## src/rtl/pin_irq_pkg.sv

```systemverilog
package pin_irq_pkg;

  // width of the period exponent and of the tick counter it implies
  localparam int unsigned DBC_SEL_W = 4;
  localparam int unsigned DBC_CNT_W = (1 << DBC_SEL_W) - 1;

  // last counter value of a debounce period of 2^sel ticks
  function automatic logic [DBC_CNT_W-1:0] dbc_last(input logic [DBC_SEL_W-1:0] sel);
    logic [DBC_CNT_W:0] one_hot;
    one_hot = (DBC_CNT_W + 1)'(1) << sel;
    return DBC_CNT_W'(one_hot - 1'b1);
  endfunction

  // trigger match for one pin given current and previous sampled levels
  function automatic logic trig_match(input logic lvl_type, input logic hi_en,
                                      input logic lo_en, input logic cur,
                                      input logic prv);
    if (lvl_type) begin
      return (hi_en & cur) | (lo_en & ~cur);
    end
    return (hi_en & cur & ~prv) | (lo_en & ~cur & prv);
  endfunction

endpackage

```

## src/rtl/pin_irq_sync.sv

```systemverilog
module pin_irq_sync #(
  parameter int unsigned WIDTH  = 8,
  parameter int unsigned STAGES = 2
) (
  input  logic             clk,
  input  logic             rst_n,
  input  logic [WIDTH-1:0] d,
  output logic [WIDTH-1:0] q
);

  logic [STAGES-1:0][WIDTH-1:0] stg_q;

  always_ff @(posedge clk or negedge rst_n) begin
    if (!rst_n) begin
      stg_q <= '0;
    end else begin
      stg_q[0] <= d;
      for (int s = 1; s < STAGES; s++) begin
        stg_q[s] <= stg_q[s-1];
      end
    end
  end

  assign q = stg_q[STAGES-1];

endmodule

```

## src/rtl/pin_irq_dbc_timer.sv

```systemverilog
module pin_irq_dbc_timer
  import pin_irq_pkg::*;
(
  input  logic                 clk,
  input  logic                 rst_n,
  input  logic                 slow_src,
  input  logic                 slow_tick,
  input  logic [DBC_SEL_W-1:0] sel,
  output logic                 strobe
);

  logic [DBC_CNT_W-1:0] cnt_q;
  logic                 tick;
  logic                 at_last;

  assign tick    = slow_src ? slow_tick : 1'b1;
  // >= so that shrinking the period mid-count wraps at once
  assign at_last = (cnt_q >= dbc_last(sel));
  assign strobe  = tick & at_last;

  always_ff @(posedge clk or negedge rst_n) begin
    if (!rst_n) begin
      cnt_q <= '0;
    end else if (tick) begin
      cnt_q <= at_last ? '0 : cnt_q + 1'b1;
    end
  end

  AST_DBC_CNT_BOUND: assert property (@(posedge clk) disable iff (!rst_n)
    (cnt_q <= dbc_last(sel)) |=> (cnt_q <= dbc_last($past(sel))));

  AST_DBC_IDLE_HOLD: assert property (@(posedge clk) disable iff (!rst_n)
    (slow_src && !slow_tick) |=> $stable(cnt_q));

endmodule

```

## src/rtl/pin_irq_pin_det.sv

```systemverilog
module pin_irq_pin_det
  import pin_irq_pkg::*;
(
  input  logic clk,
  input  logic rst_n,
  input  logic sync_lvl,
  input  logic dbc_on,
  input  logic dbc_strobe,
  input  logic track,
  input  logic lvl_type,
  input  logic hi_en,
  input  logic lo_en,
  output logic hit
);

  logic lvl_q;
  logic prev_q;

  // sampled level: every cycle when undebounced, on strobes otherwise
  always_ff @(posedge clk or negedge rst_n) begin
    if (!rst_n) begin
      lvl_q <= 1'b0;
    end else if (!dbc_on || dbc_strobe) begin
      lvl_q <= sync_lvl;
    end
  end

  // edge history, frozen while the pin is not tracked
  always_ff @(posedge clk or negedge rst_n) begin
    if (!rst_n) begin
      prev_q <= 1'b0;
    end else if (track) begin
      prev_q <= lvl_q;
    end
  end

  assign hit = trig_match(lvl_type, hi_en, lo_en, lvl_q, prev_q);

  AST_DBC_HOLD: assert property (@(posedge clk) disable iff (!rst_n)
    (dbc_on && !dbc_strobe) |=> $stable(lvl_q));

  AST_RAW_FOLLOW: assert property (@(posedge clk) disable iff (!rst_n)
    !dbc_on |=> (lvl_q == $past(sync_lvl)));

  AST_HIST_FROZEN: assert property (@(posedge clk) disable iff (!rst_n)
    !track |=> $stable(prev_q));

endmodule

```

## src/rtl/pin_irq_detect.sv

```systemverilog
module pin_irq_detect
  import pin_irq_pkg::*;
#(
  parameter int unsigned NPINS       = 8,
  parameter int unsigned SYNC_STAGES = 2
) (
  input  logic                 clk,
  input  logic                 rst_n,
  input  logic [NPINS-1:0]     pin_in,
  input  logic                 slow_tick,
  input  logic                 dbc_slow_src,
  input  logic [DBC_SEL_W-1:0] dbc_sel,
  input  logic                 track_all,
  input  logic [NPINS-1:0]     dbc_en,
  input  logic [NPINS-1:0]     fall_low_en,
  input  logic [NPINS-1:0]     rise_high_en,
  input  logic [NPINS-1:0]     level_mode,
  input  logic [NPINS-1:0]     status_clr,
  output logic [NPINS-1:0]     status,
  output logic                 irq
);

  logic [NPINS-1:0] sync_lvl;
  logic [NPINS-1:0] pin_act;
  logic [NPINS-1:0] pin_track;
  logic [NPINS-1:0] hit_vec;
  logic             dbc_strobe;
  logic [NPINS-1:0] status_q;
  logic             irq_q;

  assign pin_act   = fall_low_en | rise_high_en;
  assign pin_track = {NPINS{track_all}} | pin_act;

  pin_irq_sync #(
    .WIDTH  (NPINS),
    .STAGES (SYNC_STAGES)
  ) u_sync (
    .clk   (clk),
    .rst_n (rst_n),
    .d     (pin_in),
    .q     (sync_lvl)
  );

  pin_irq_dbc_timer u_timer (
    .clk       (clk),
    .rst_n     (rst_n),
    .slow_src  (dbc_slow_src),
    .slow_tick (slow_tick),
    .sel       (dbc_sel),
    .strobe    (dbc_strobe)
  );

  generate
    for (genvar p = 0; p < NPINS; p++) begin : g_pin
      pin_irq_pin_det u_det (
        .clk        (clk),
        .rst_n      (rst_n),
        .sync_lvl   (sync_lvl[p]),
        .dbc_on     (dbc_en[p]),
        .dbc_strobe (dbc_strobe),
        .track      (pin_track[p]),
        .lvl_type   (level_mode[p]),
        .hi_en      (rise_high_en[p]),
        .lo_en      (fall_low_en[p]),
        .hit        (hit_vec[p])
      );
    end
  endgenerate

  // sticky flags: a new match outranks a clear in the same cycle
  always_ff @(posedge clk or negedge rst_n) begin
    if (!rst_n) begin
      status_q <= '0;
      irq_q    <= 1'b0;
    end else begin
      status_q <= (status_q & ~status_clr) | hit_vec;
      irq_q    <= |(status_q & pin_act);
    end
  end

  assign status = status_q;
  assign irq    = irq_q;

  AST_HIT_SETS: assert property (@(posedge clk) disable iff (!rst_n)
    (hit_vec != '0) |=> ((status_q & $past(hit_vec)) == $past(hit_vec)));

  AST_CLR_TAKES: assert property (@(posedge clk) disable iff (!rst_n)
    ((status_clr & ~hit_vec) != '0) |=> ((status_q & $past(status_clr & ~hit_vec)) == '0));

  AST_FLAG_STICKY: assert property (@(posedge clk) disable iff (!rst_n)
    ((status_q & ~status_clr) != '0)
      |=> ((status_q & $past(status_q & ~status_clr)) == $past(status_q & ~status_clr)));

  AST_IRQ_RISE: assert property (@(posedge clk) disable iff (!rst_n)
    (|(status_q & pin_act)) |=> irq_q);

  AST_IRQ_QUIET: assert property (@(posedge clk) disable iff (!rst_n)
    !(|(status_q & pin_act)) |=> !irq_q);

endmodule

```

## config.mk

```make
export PLATFORM = sky130hd
export DESIGN_NAME = pin_irq_detect
export DESIGN_NICKNAME = d
export VERILOG_FILES = /design/src/rtl/pin_irq_pkg.sv /design/src/rtl/pin_irq_sync.sv /design/src/rtl/pin_irq_dbc_timer.sv /design/src/rtl/pin_irq_pin_det.sv /design/src/rtl/pin_irq_detect.sv
export SDC_FILE = /design/constraint.sdc
export NUM_CORES = 1
export LEC_CHECK = 0
export CAP_MARGIN = 20
export CORE_MARGIN = 1
export CORE_UTILIZATION = 46
export DETAILED_ROUTE_END_ITERATION = 8
export DONT_BUFFER_PORTS = 1
export PLACE_DENSITY = 0.72
export SYNTH_ARGS = -nofsm -noshare
export SYNTH_HDL_FRONTEND = slang
export SYNTH_SLANG_ARGS = --single-unit
```

## constraint.sdc

```tcl
create_clock -name clk -period 3.96 [get_ports clk]
set_clock_uncertainty 0.2 [all_clocks]
set_input_delay 0 -clock clk [delete_from_list [all_inputs] [get_ports clk]]
set_output_delay 0 -clock clk [all_outputs]
set_load 0.02 [all_outputs]
```

Word level (Yosys, flattened, before mapping)
Cells that the tools add are included.

word-level totals
  register bits = 56
  input bits = 57
  output and inout bits = 9
  word-level logic and storage cells = 139

cells by class
  add/subtract/negate cells = 2
  magnitude comparators = 1
  shift operators = 1
  muxes and demuxes = 26
  bitwise operators = 71
  reduce and logical (&&, ||, !) cells = 17

operators with widths
  operator                                            count
  AND 1 bit                                           33
  two-way mux 1 bit                                   25
  bitwise OR 8 bit                                    3
  AND 8 bit                                           2
  inverter 1 bit                                      16
  bitwise OR 1 bit                                    16
  adder 15 x 1 -> 15 bit, second input constant       1
  >= comparator 15 bit                                1
  two-way mux 15 bit                                  1
  left shift 1 x 4 -> 15 bit, first input constant    1
  subtractor 15 x 1 -> 15 bit, second input constant  1
  zero test 1 bit                                     8
  logical OR 1 bit                                    8
  inverter 8 bit                                      1
  OR reduction 8 bit                                  1

Longest topological paths before layout
Gate-level depths: netlist of run 1.

  depth after elaboration = 6
  gate-level depth with buffers = 16
  depth with buffers taken out = 13

Hierarchy
A second synthesis of run 1 with hierarchy kept.

unflattened totals
  cells, all modules = 298
  area total of the unflattened synthesis = 3134.3 um2

by module, submodules not included
  module             instances  cells an instance  area each (um2)  sequential area each (um2)
  pin_irq_dbc_timer  1          158                1355.0           375.4
  pin_irq_pin_det    8          9                  111.4            50.0
  pin_irq_sync       1          24                 460.4            400.4
  pin_irq_detect     1          44                 427.9            225.2

Least setup slack after synthesis of run 1
No wires, ideal clock.

  path kind = input-to-reg
  start point = in dbc_sel[0]
  end point = reg g_pin[2].u_det.lvl_q
  setup time = 0.125 ns
  arrival = 3.199 ns
  data required time = 3.635 ns
  setup slack = 0.436 ns
  stages on the path = 16
  buffers on the path = 3
  path through = clkbuf_1 -> or2_2 -> or3_1 -> ha_1 -> clkbuf_1 -> nor4b_1 -> a21oi_1 -> o22a_1 -> ha_1 -> a21oi_1 -> nor2_1 -> a211o_1 -> a21oi_2 -> buf_6 -> o21ai_2 -> mux2_4

between the ends
  word-level cells in the longest chain between the ends = 5

ends and longest elaborated chain
  what                         RTL line                 text
  start: declaration           pin_irq_detect.sv:12     input logic [DBC_SEL_W-1:0] dbc_sel,
  left shift 1 x 4 -> 15 bit   pin_irq_pkg.sv:10        one_hot = (DBC_CNT_W + 1)'(1) << sel;
  subtractor 15 x 1 -> 15 bit  pin_irq_pkg.sv:11        return DBC_CNT_W'(one_hot - 1'b1);
  >= comparator 15 bit         pin_irq_dbc_timer.sv:18  assign at_last = (cnt_q >= dbc_last(sel));
  AND 1 bit                    pin_irq_dbc_timer.sv:19  assign strobe = tick & at_last;
  logical OR 1 bit             pin_irq_pin_det.sv:23    end else if (!dbc_on || dbc_strobe) begin
  end signal: assignment       pin_irq_pin_det.sv:24    lvl_q <= sync_lvl;
  end: declaration             pin_irq_pin_det.sv:16    logic lvl_q;

Every way passes these cells.
A chain may end at the register's enable or synchronous reset.

Final worst setup path of run 1
  start point = in dbc_sel[0]
  end point = reg u_timer.cnt_q[3]

between the ends
  word-level cells in the longest chain between the ends = 4

ends and longest elaborated chain
  what                         RTL line                 text
  left shift 1 x 4 -> 15 bit   pin_irq_pkg.sv:10
  subtractor 15 x 1 -> 15 bit  pin_irq_pkg.sv:11
  >= comparator 15 bit         pin_irq_dbc_timer.sv:18
  two-way mux 15 bit           pin_irq_dbc_timer.sv:25  cnt_q <= at_last ? '0 : cnt_q + 1'b1;
  end signal: assignment       pin_irq_dbc_timer.sv:25
  end: declaration             pin_irq_dbc_timer.sv:12  logic [DBC_CNT_W-1:0] cnt_q;

Every way passes these cells.

==> results of run 1 <==
worst paths after layout:
| check | from | end | slack [ns] | cells after the start |
|---|---|---|---|---|
| max | dbc_sel[0] | u_timer.cnt_q[3] | 0.77 | 13 |
| min | pin_in[1] | u_sync.stg_q[1] | 0.03 | 1 |
| max reg2reg | status[6] | irq | 1.02 | 6 |
| min reg2reg | u_sync.stg_q[7] | u_sync.q[7] | 0.16 | 0 |
| max in group asynchronous | rst_n | u_sync.q[6] | 3.28 | 2 |
| min in group asynchronous | rst_n | g_pin[0].u_det.lvl_q | 0.04 | 2 |
metal layers:
metal | global-route usage | wire length, um
met1 | 0.273 | 3060
met2 | 0.359 | 3400
met3 | 0.0473 | 262
met4 | 0.0737 | 99
met5 | 0 | 0
registers in the layout (all words and copies together), names as in the netlist:
register / cells
g_pin.u_det.lvl_q: 8
u_sync.q: 8
u_sync.stg_q: 8
u_timer.cnt_q: 15
g_pin.u_det.prev_q: 8
status: 8
irq: 1
cell usage in the layout, fill, tap and decap left out, types with 3 or more instances in the layout:
cell type	count
nor3_1	9
nand2_1	13
dlygate4sd3_1	53
mux2_2	10
a21o_1	7
nand4_1	5
nor2_1	11
clkbuf_8	6
o211ai_1	8
o22ai_1	5
a211oi_1	5
and3_1	3
mux2_4	6
o21ai_2	6
a21oi_1	12
o221ai_1	8
inv_1	27
ha_1	17
a22o_1	6
nand3_1	12
dfrtp_1	56
o21ai_0	27
worst max-delay path: cells and delay by family:
family / cells / cell delay (ns)
compound gates: 4 / 0.86
simple gates: 5 / 1.32
fa+ha+maj: 2 / 0.61
buf+inv: 2 / 0.39
cell type report:
| class | count | area [um^2] | share of cell area |
|---|---|---|---|
| Clock buffer | 6 | 82.6 | 0.0222 |
| Clock inverter | 2 | 38.8 | 0.0104 |
| Inverter | 27 | 101 | 0.0272 |
| Multi-Input combinational cell | 196 | 1420 | 0.381 |
| Sequential cell | 56 | 1400 | 0.377 |
| Tap cell | 75 | 93.8 | 0.0252 |
| Timing Repair Buffer | 56 | 586 | 0.157 |
logic make-up after synthesis:
| kind of cell | after synthesis |
|---|---|
| compound gates | 94 |
| simple gates | 68 |
| flops | 56 |
| buf+inv | 38 |
| fa+ha+maj | 17 |
| mux | 16 |
| xor+xnor | 1 |
where the power goes:
| group | internal (mW) | total [mW] | switching, mW |
|---|---|---|---|
| clock | 0.207 | 0.393 | 0.186 |
| sequential | 0.675 | 0.810 | 0.135 |
| combinational | 0.261 | 0.491 | 0.229 |
| total | 1.14 | 1.69 | 0.550 |
metrics by stage:
step	cells	hold slack (ns)
after global placement	356	-0.494
after CTS	418	0.0289
final	418	0.0347
after detailed placement	356	-0.494
after floorplan	290	-0.496
after global routing	418	0.0229
==> qor.yml, run 1 <==
status: "finished clean"
synth_simple_gate_area_frac: 0.122
placed_area_um2: 3040
synthTopCellsByArea: "dfrtp_1, ha_1, o21ai_0"
synthCells: 290
layout_setup_ws_ns: 0.769
netlist.area_leader.share: 0.471
async_flop_share: 1.00
grt_start_max_net_pins: 57
postCtsResizedCells: 0
die_width_um: 82.4
htree_levels: 2
fmax_mhz: 313
nFillCells: 485
synth_flop_cell: "dfrtp_1"
grt_usage: 0.214
rsz0062_at_grt: "false"
yosysSeqAreaShare: 0.471
path_cells: "or2_2, or3_1, ha_1, nor4b_1, a22oi_1, ha_1, nand4_1, a211oi_1, a21oi_2, buf_12, nor2b_1, buf_4, a22o_1"
drt_first_pass_iters: 4
ir_worst_vdd_uv: 330
rows: 28
synth_xor_area_frac: 0.00294
antenna_found_initial: 0
power.total_mw: 1.69
overflow: 0
synth-edff-count: 0
vias: 2403
start_util: 0.488
die_h_um: 82.4
cts_tree: "done"
drt_wl_total_um: 6830
route.detailed.drc: 0
wire_per_inst_um: 16.3
synthesis.area_um2: 2980
synth_area_per_cell_um2: 10.3
clock_latency_ns: 0.31
cpMostUsedCell: "ha_1"
coreArea_um2: 6100
cp_data_arrival_time_ns: 3.19
synth_mux_area_frac: 0.0681
relSlewSlack: 0.337
nNetsFinal: 416
diodes: 0
cts_setup_buffers: 0
postLayoutCoreUtil: 0.610
worstPathMaxFanout: 23
ys_warn_count: 0
synth_fa_ha_area_frac: 0.0715
clk_pin_slew_ns: 0.10
grt_pass1_vias: 2365
setup_viol_count_final: 0
powerDensity_nw_per_um2: 455
numCtsBuffers: 5
synth_nets: 364
worst_pin_slew_ns: 0.994
synth_top_family_by_area: "compound AO/OA/AOI/OAI gates"
end_kind: "register"
hpwl_um: 4340
ioPinCount: 66
cts_hold_buf: 54
tns_ns: 0
drive_gt1_frac: 0.114
final-hold-violation-count: 0
syn_to_final_growth_pct: 25.1
vias_per_cell: 5.75
yosysTopAreaCell: "dfrtp_1"
fin_crit_ns: 3.19
path_class: "input pin to register"
fin_crit_sh: 0.806
clockBufferDepth: 2
setup.worst_path.start_class: "input pin"
yosysMostFrequentCell: "dfrtp_1"
root_buffer: "clkbuf_8"
synth-seq-cells: 56
place_ws_ns: 0.452
first_iter_violations: 157
total_leakage_power_nw: 1.62
antenna_left: 0
synth_compound_area_frac: 0.212
required_ns: 3.96
maxCapViolations: 0
place.gp.congestion: 0.856
hold_class: "input pin to register"
grt_pass1_wl_um: 10800
final_area_um2: 3720
max_stage_delay_ns: 0.42
ys_types: 44
synthTopCellsByCount: "dfrtp_1, inv_1, o21ai_0, ha_1, nand2_1"
port_buffers: 0
cts.sinks: 56
slew_viol_final: 0
crit_slowest_cell: "nor4b_1"
die_area_um2: 6790
Note: power is estimated with default switching activity, not from simulation.
==> run 2, diff against run 1 <==
==> constraint.sdc (replaced) <==
create_clock -name clk -period 3.1 [get_ports clk]
set_clock_uncertainty 0.2 [all_clocks]
set_input_delay 0 -clock clk [delete_from_list [all_inputs] [get_ports clk]]
set_output_delay 0 -clock clk [all_outputs]
set_load 0.02 [all_outputs]
==> run 2 against run 1 <==
Net effect: final cell count up 1.4%; design area increased by 1.2%; setup slack lost 0.63 ns; largest power group unchanged.
==> qor.yml, run 2 (same netlist as run 1, synthesis figures left out) <==
status: "finished clean"
grt_start_max_net_pins: 57  # unchanged
dpl.cell_count: 363  # +2.0%
hold_class: "input pin to async pin"
cts_hold_buf: 54  # unchanged
final_cells: 424  # +1.4%
layout_setup_ws_ns: 0.136  # -0.632 ns
drt_first_pass_iters: 4  # unchanged
clockBufferDepth: 2  # unchanged
layout_commonest_cell: "dfrtp_1"
fmax_mhz: 337
die_width_um: 82.4  # unchanged
root_buffer: "clkbuf_8"
clk_pin_slew_ns: 0.10  # about the same
final_cell_mix: "dfrtp_1, dlygate4sd3_1, inv_1, o21ai_0, ha_1"
overflow: 0  # unchanged
rsz0062_at_grt: "false"
worst-r2r-setup-slack_ns: 0.14  # -0.88 ns
grt_usage: 0.232  # +0.0178
required_ns: 3.10  # -0.86 ns
cp_data_arrival_time_ns: 2.96  # -0.23 ns
grt_pass1_wl_um: 11600  # +7.5%
total_leakage_power_nw: 1.65  # +1.3%
setup_viol_count_final: 0  # unchanged
end_kind: "register"
cts_tree: "done"
nNetsFinal: 423  # +1.7%
crit_slowest_cell: "dlygate4sd3_1"
max_stage_delay_ns: 0.58  # +0.16 ns
fin_crit_sh: 0.956
clkPwrFrac: 0.197  # -0.035
grt_pass1_vias: 2562  # +8.3%
place.gp.congestion: 0.821  # -4.0%
path_cells: "o21ai_0, dlygate4sd3_1, nand4_1, dlygate4sd3_1, or2_2, dlygate4sd3_1"
vias_per_cell: 5.83  # +1.4%
drive_gt1_frac: 0.138  # +0.0238
p_comb_frac: 0.304  # +0.014
hpwl_um: 4370  # +0.73%
slew_viol_final: 0  # unchanged
htree_levels: 2  # unchanged
numCtsBuffers: 5  # unchanged
p_int_mw: 1.38  # +21%
first_iter_violations: 157  # unchanged
switchingPower_mw: 0.700  # +27%
cts.sinks: 56  # unchanged
start_util: 0.488  # unchanged
antenna_left: 0  # unchanged
final-hold-violation-count: 0  # unchanged
vias: 2471  # +2.8%
p_sw_frac: 0.336  # +0.0111
die_h_um: 82.4  # unchanged
largest_reg_flops: 15  # unchanged
coreArea_um2: 6100  # unchanged
path_class: "register to register"
fin_crit_ns: 2.96
rows: 28  # unchanged
powerDensity_nw_per_um2: 553  # +22%
syn_to_final_growth_pct: 26.6
place_ws_ns: -0.106  # -0.557 ns
maxCapViolations: 0  # unchanged
antenna_found_initial: 0  # unchanged
cts_setup_buffers: 0  # unchanged
worstPathMaxFanout: 3  # -87%
worst_pin_slew_ns: 0.687  # -0.307 ns
route.detailed.drc: 0  # unchanged
diodes: 0  # unchanged
pwr-share-seq: 0.499  # +0.021
cpMostUsedCell: "dlygate4sd3_1"
die_area_um2: 6790  # unchanged
clock_latency_ns: 0.31  # about the same
drt_wl_total_um: 7130  # +4.4%
wire_per_inst_um: 16.8  # +2.9%
regMostFlops: "u_timer.cnt_q"
port_buffers: 0  # unchanged
relSlewSlack: 0.542  # +0.205
setup.worst_path.start_class: "register"
postCtsResizedCells: 0  # unchanged
ioPinCount: 66  # unchanged
ir_worst_vdd_uv: 370  # +12%
-- run 2: cell count changes in the layout (fill, tap and decap cells not counted), sizes merged --
cell | before | now
buf | 3 | 10
bufinv | 1 | 0
-- run 2: path summary, 6_finish.rpt --
path | startpoint | to | depth (start not counted)
min | rst_n | u_sync.q[7] | 2
min reg2reg | u_sync.stg_q[3] | u_sync.q[3] | 0
max | status[4] | irq | 6
min in group clk | pin_in[6] | u_sync.stg_q[6] | 1
max in group asynchronous | rst_n | u_timer.cnt_q[6] | 2
max reg2reg | status[4] | irq | 6
-- run 2: metrics by stage --
| stage | hold WS [ns] | cell area, um^2 | TNS [ns] | util | total power, mW |
|---|---|---|---|---|---|
| final | 0.0214 | 3770 | 0 | 0.618 | 2.08 |
| after CTS | 0.00884 | 3770 | 0 | 0.618 | 2.07 |
| after global placement | -0.495 | 3120 | -0.171 | 0.511 | 1.53 |
| after floorplan | -0.496 | 3040 | -1.57 | - | 1.43 |
| after global routing | 0.0239 | 3770 | 0 | 0.618 | 2.24 |
| after detailed placement | -0.495 | 3120 | -0.777 | 0.511 | 1.55 |
-- run 2: final cells by class --
cell class                      count  area, um^2
Clock buffer                        6        82.6
Timing Repair Buffer               63         626
Fill cell                         471        2330
Clock inverter                      1        8.76
Multi-Input combinational cell    196        1450
Inverter                           27         101
Sequential cell                    56        1400
Tap cell                           75        93.8
-- run 2: power groups by stage --
stage,Clock (mW),Combinational (mW),Sequential (mW)
after floorplan,0,0.426,1.00
after global placement,0,0.492,1.04
after detailed placement,0,0.507,1.05
after CTS,0.423,0.620,1.03
after global routing,0.453,0.721,1.07
final,0.411,0.634,1.04
-- run 2: metal layers --
| metal | vias up | GRT usage | routed length [um] |
|---|---|---|---|
| li1 | 1182 | - | - |
| met1 | 1175 | 0.256 | 2950 |
| met2 | 94 | 0.421 | 3540 |
| met3 | 20 | 0.0462 | 423 |
| met4 | 0 | 0.118 | 207 |
| met5 | - | 0 | 0 |
-- run 2: worst max-delay path: cells and delay by family, from the launching register on --
kind	cells	cell delay (ns)
compound gates	1	0.12
buf+inv	3	1.70
flops	1	0.48
simple gates	2	0.36
==> run 3, diff against run 2 <==
--- a/config.mk
+++ b/config.mk
@@ -10,6 +10,7 @@
 export CORE_UTILIZATION = 46
 export DETAILED_ROUTE_END_ITERATION = 8
 export DONT_BUFFER_PORTS = 1
+export GPL_TIMING_DRIVEN = 0
 export PLACE_DENSITY = 0.72
 export SYNTH_ARGS = -nofsm -noshare
 export SYNTH_HDL_FRONTEND = slang
==> constraint.sdc (replaced) <==
create_clock -name clk -period 2.9 [get_ports clk]
set_clock_uncertainty 0.2 [all_clocks]
set_input_delay 0 -clock clk [delete_from_list [all_inputs] [get_ports clk]]
set_output_delay 0 -clock clk [all_outputs]
set_load 0.02 [all_outputs]
==> run 3 against run 2 <==
Net effect: the run now ends with setup timing left; combinational power up 28%; non-clock buffer count grew 11; wire length rose by 1.9%; register-to-register slack improved by 0.29 ns; utilization up 3.5 points; first-iteration DRC count increased by 1.9%; die area is the same; critical endpoint is now g_pin[4].u_det.lvl_q; largest power group unchanged.
==> qor.yml, run 3 (same netlist as run 1, synthesis figures left out) <==
overflow: 0  # unchanged
worst-r2r-setup-slack_ns: 0.43  # +0.29 ns
antenna_left: 0  # unchanged
hpwl_um: 4330  # -0.90%
grt_start_max_net_pins: 57  # unchanged
port_buffers: 0  # unchanged
violations: "setup timing"
die_width_um: 82.4  # unchanged
regMostFlops: "u_timer.cnt_q"
fin_crit_sh: 1.01
max_stage_delay_ns: 0.39  # -0.19 ns
worstPathMaxFanout: 5  # +2
crit_slowest_cell: "or3_4"
cts.sinks: 56  # unchanged
hold_class: "input pin to async pin"
path_class: "input pin to register"
root_buffer: "clkbuf_8"
reg2reg_to: "irq"
cp_top_family: "compound AO/OA/AOI/OAI gates"
clockBufferDepth: 2  # unchanged
slew_viol_final: 0  # unchanged
path_cells: "clkbuf_16, or2_4, or3_4, ha_4, nor4b_4, a21oi_1, o22a_1, ha_4, a21oi_2, nor2_1, a211o_1, a21oi_4, buf_6, buf_8, o21ai_2, mux2_4"
drt_first_pass_iters: 4  # unchanged
largest_reg_flops: 15  # unchanged
setup_viol_count_final: 8  # +8
first_iter_violations: 160  # +1.9%
cp_data_arrival_time_ns: 2.94  # -0.02 ns
powerDensity_nw_per_um2: 614  # +11%
final_cell_mix: "dfrtp_1, dlygate4sd3_1, inv_1, o21ai_0, ha_1"
ioPinCount: 66  # unchanged
nNetsFinal: 434  # +2.6%
syn_to_final_growth_pct: 33.8
final-hold-violation-count: 0  # unchanged
clock_latency_ns: 0.30  # about the same
die_h_um: 82.4  # unchanged
relSlewSlack: 0.589  # +0.0472
end_kind: "register"
antenna_found_initial: 1  # +1
rows: 28  # unchanged
fin_crit_ns: 2.94
grt_usage: 0.222  # -0.00960
setup.worst_path.start_class: "input pin"
drive_gt1_frac: 0.172  # +0.0342
nFillCells: 444  # -5.7%
layout_commonest_cell: "dfrtp_1"
grt_pass1_wl_um: 11400  # -2.3%
route.detailed.drc: 0  # unchanged
ir_worst_vdd_uv: 400  # +8.1%
clk_pin_slew_ns: 0.10  # about the same
rr_worst_depth: 5  # -1
fmax_mhz: 340
worst_pin_slew_ns: 0.611  # -0.0759 ns
required_ns: 2.90  # -0.20 ns
numCtsBuffers: 5  # unchanged
die_area_um2: 6790  # unchanged
vias: 2541  # +2.8%
cts_tree: "done"
coreArea_um2: 6100  # unchanged
vias_per_cell: 5.81  # -0.23%
drt_wl_total_um: 7260  # +1.9%
timing.rr.start: "status[4]"
status: "finished, violations left"
grt_pass1_vias: 2538  # -0.94%
place.gp.congestion: 0.846  # +2.9%
cpMostUsedCell: "ha_4"
htree_levels: 2  # unchanged
layout_setup_ws_ns: -0.0389  # -0.175 ns
total_leakage_power_nw: 1.73  # +5.2%
rsz0062_at_grt: "true"
crit_buf_inv: 3  # unchanged
start_util: 0.488  # unchanged
tns_ns: -0.208  # -0.208 ns
maxCapViolations: 0  # unchanged
wire_per_inst_um: 16.6  # -1.1%
place_ws_ns: -0.645  # -0.539 ns
run 3: cell types whose count changed in the layout (fill, tap and decap cells not counted), moves of 2 or more:
cell      change
buf_6         +2
clkbuf_1      +5
mux2_2        -2
mux2_4        +2
o21ai_0       -4
o21ai_4       +2
run 3: worst max path at each step:
| stage | start | to | depth (start not counted) |
|---|---|---|---|
| floorplan | dbc_sel[0] | g_pin[2].u_det.lvl_q | 16 |
| global placement | dbc_sel[0] | g_pin[2].u_det.lvl_q | 16 |
| detailed placement | dbc_sel[0] | g_pin[3].u_det.lvl_q | 16 |
| CTS | dbc_sel[0] | g_pin[2].u_det.lvl_q | 16 |
| global route | dbc_sel[0] | g_pin[5].u_det.lvl_q | 16 |
| finish | dbc_sel[0] | g_pin[4].u_det.lvl_q | 16 |
run 3: where the power goes:
group          internal (mW)  total [mW]  switching, mW
logic                  0.444       0.814          0.369
registers              0.922        1.11          0.184
clock network          0.262       0.524          0.262
run 3: worst register-to-register path, cell delays in order, from the launching register on:
cell           delay (ns)
dfrtp_1              0.48
o21ai_0              0.12
dlygate4sd3_1        0.60
nand4_1              0.10
dlygate4sd3_1        0.58
or2_2                0.29
run 3: metal layers:
metal / wire length [um] / vias to the layer above / global-route usage
met5: 0 / - / 0
met4: 89 / 0 / 0.0649
met3: 362 / 10 / 0.0374
met2: 3790 / 76 / 0.407
li1: - / 1204 / -
met1: 3020 / 1251 / 0.266
run 3: metrics by stage:
| step | hold slack (ns) | instance area (um^2) | instances | total power, mW | util |
|---|---|---|---|---|---|
| after floorplan | -0.496 | 3040 | 290 | 1.53 | - |
| after global placement | -0.495 | 3140 | 365 | 1.63 | 0.514 |
| after detailed placement | -0.495 | 3140 | 365 | 1.66 | 0.514 |
| after CTS | 0.0167 | 3920 | 435 | 2.40 | 0.644 |
| after global routing | 0.0187 | 3980 | 437 | 2.60 | 0.653 |
| final | 0.0223 | 3980 | 437 | 2.44 | 0.653 |
run 3: final cells by class:
class                   instances  area [um^2]  area share
clock inverters                 3         46.3      0.0116
clock buffers                   5         68.8      0.0173
well taps                      75         93.8      0.0236
repair buffers                 64          661       0.166
multi-input cells             196         1530       0.384
diodes                          1         2.50    0.000629
flip-flops and latches         56         1400       0.352
inverters                      27          101      0.0255
plain buffers                  10         78.8      0.0198
run 3: timing repair:
action / 4_1_cts / 5_1_grt
hold buffers: 54 / 0
endpoints found under the hold margin: 89 / 0
setup endpoints to repair: 23 / 23
pin swaps: 11 / 7
buffers inserted: 8 / 1
gates resized for setup: 10 / 12
gates cloned: 1 / 0
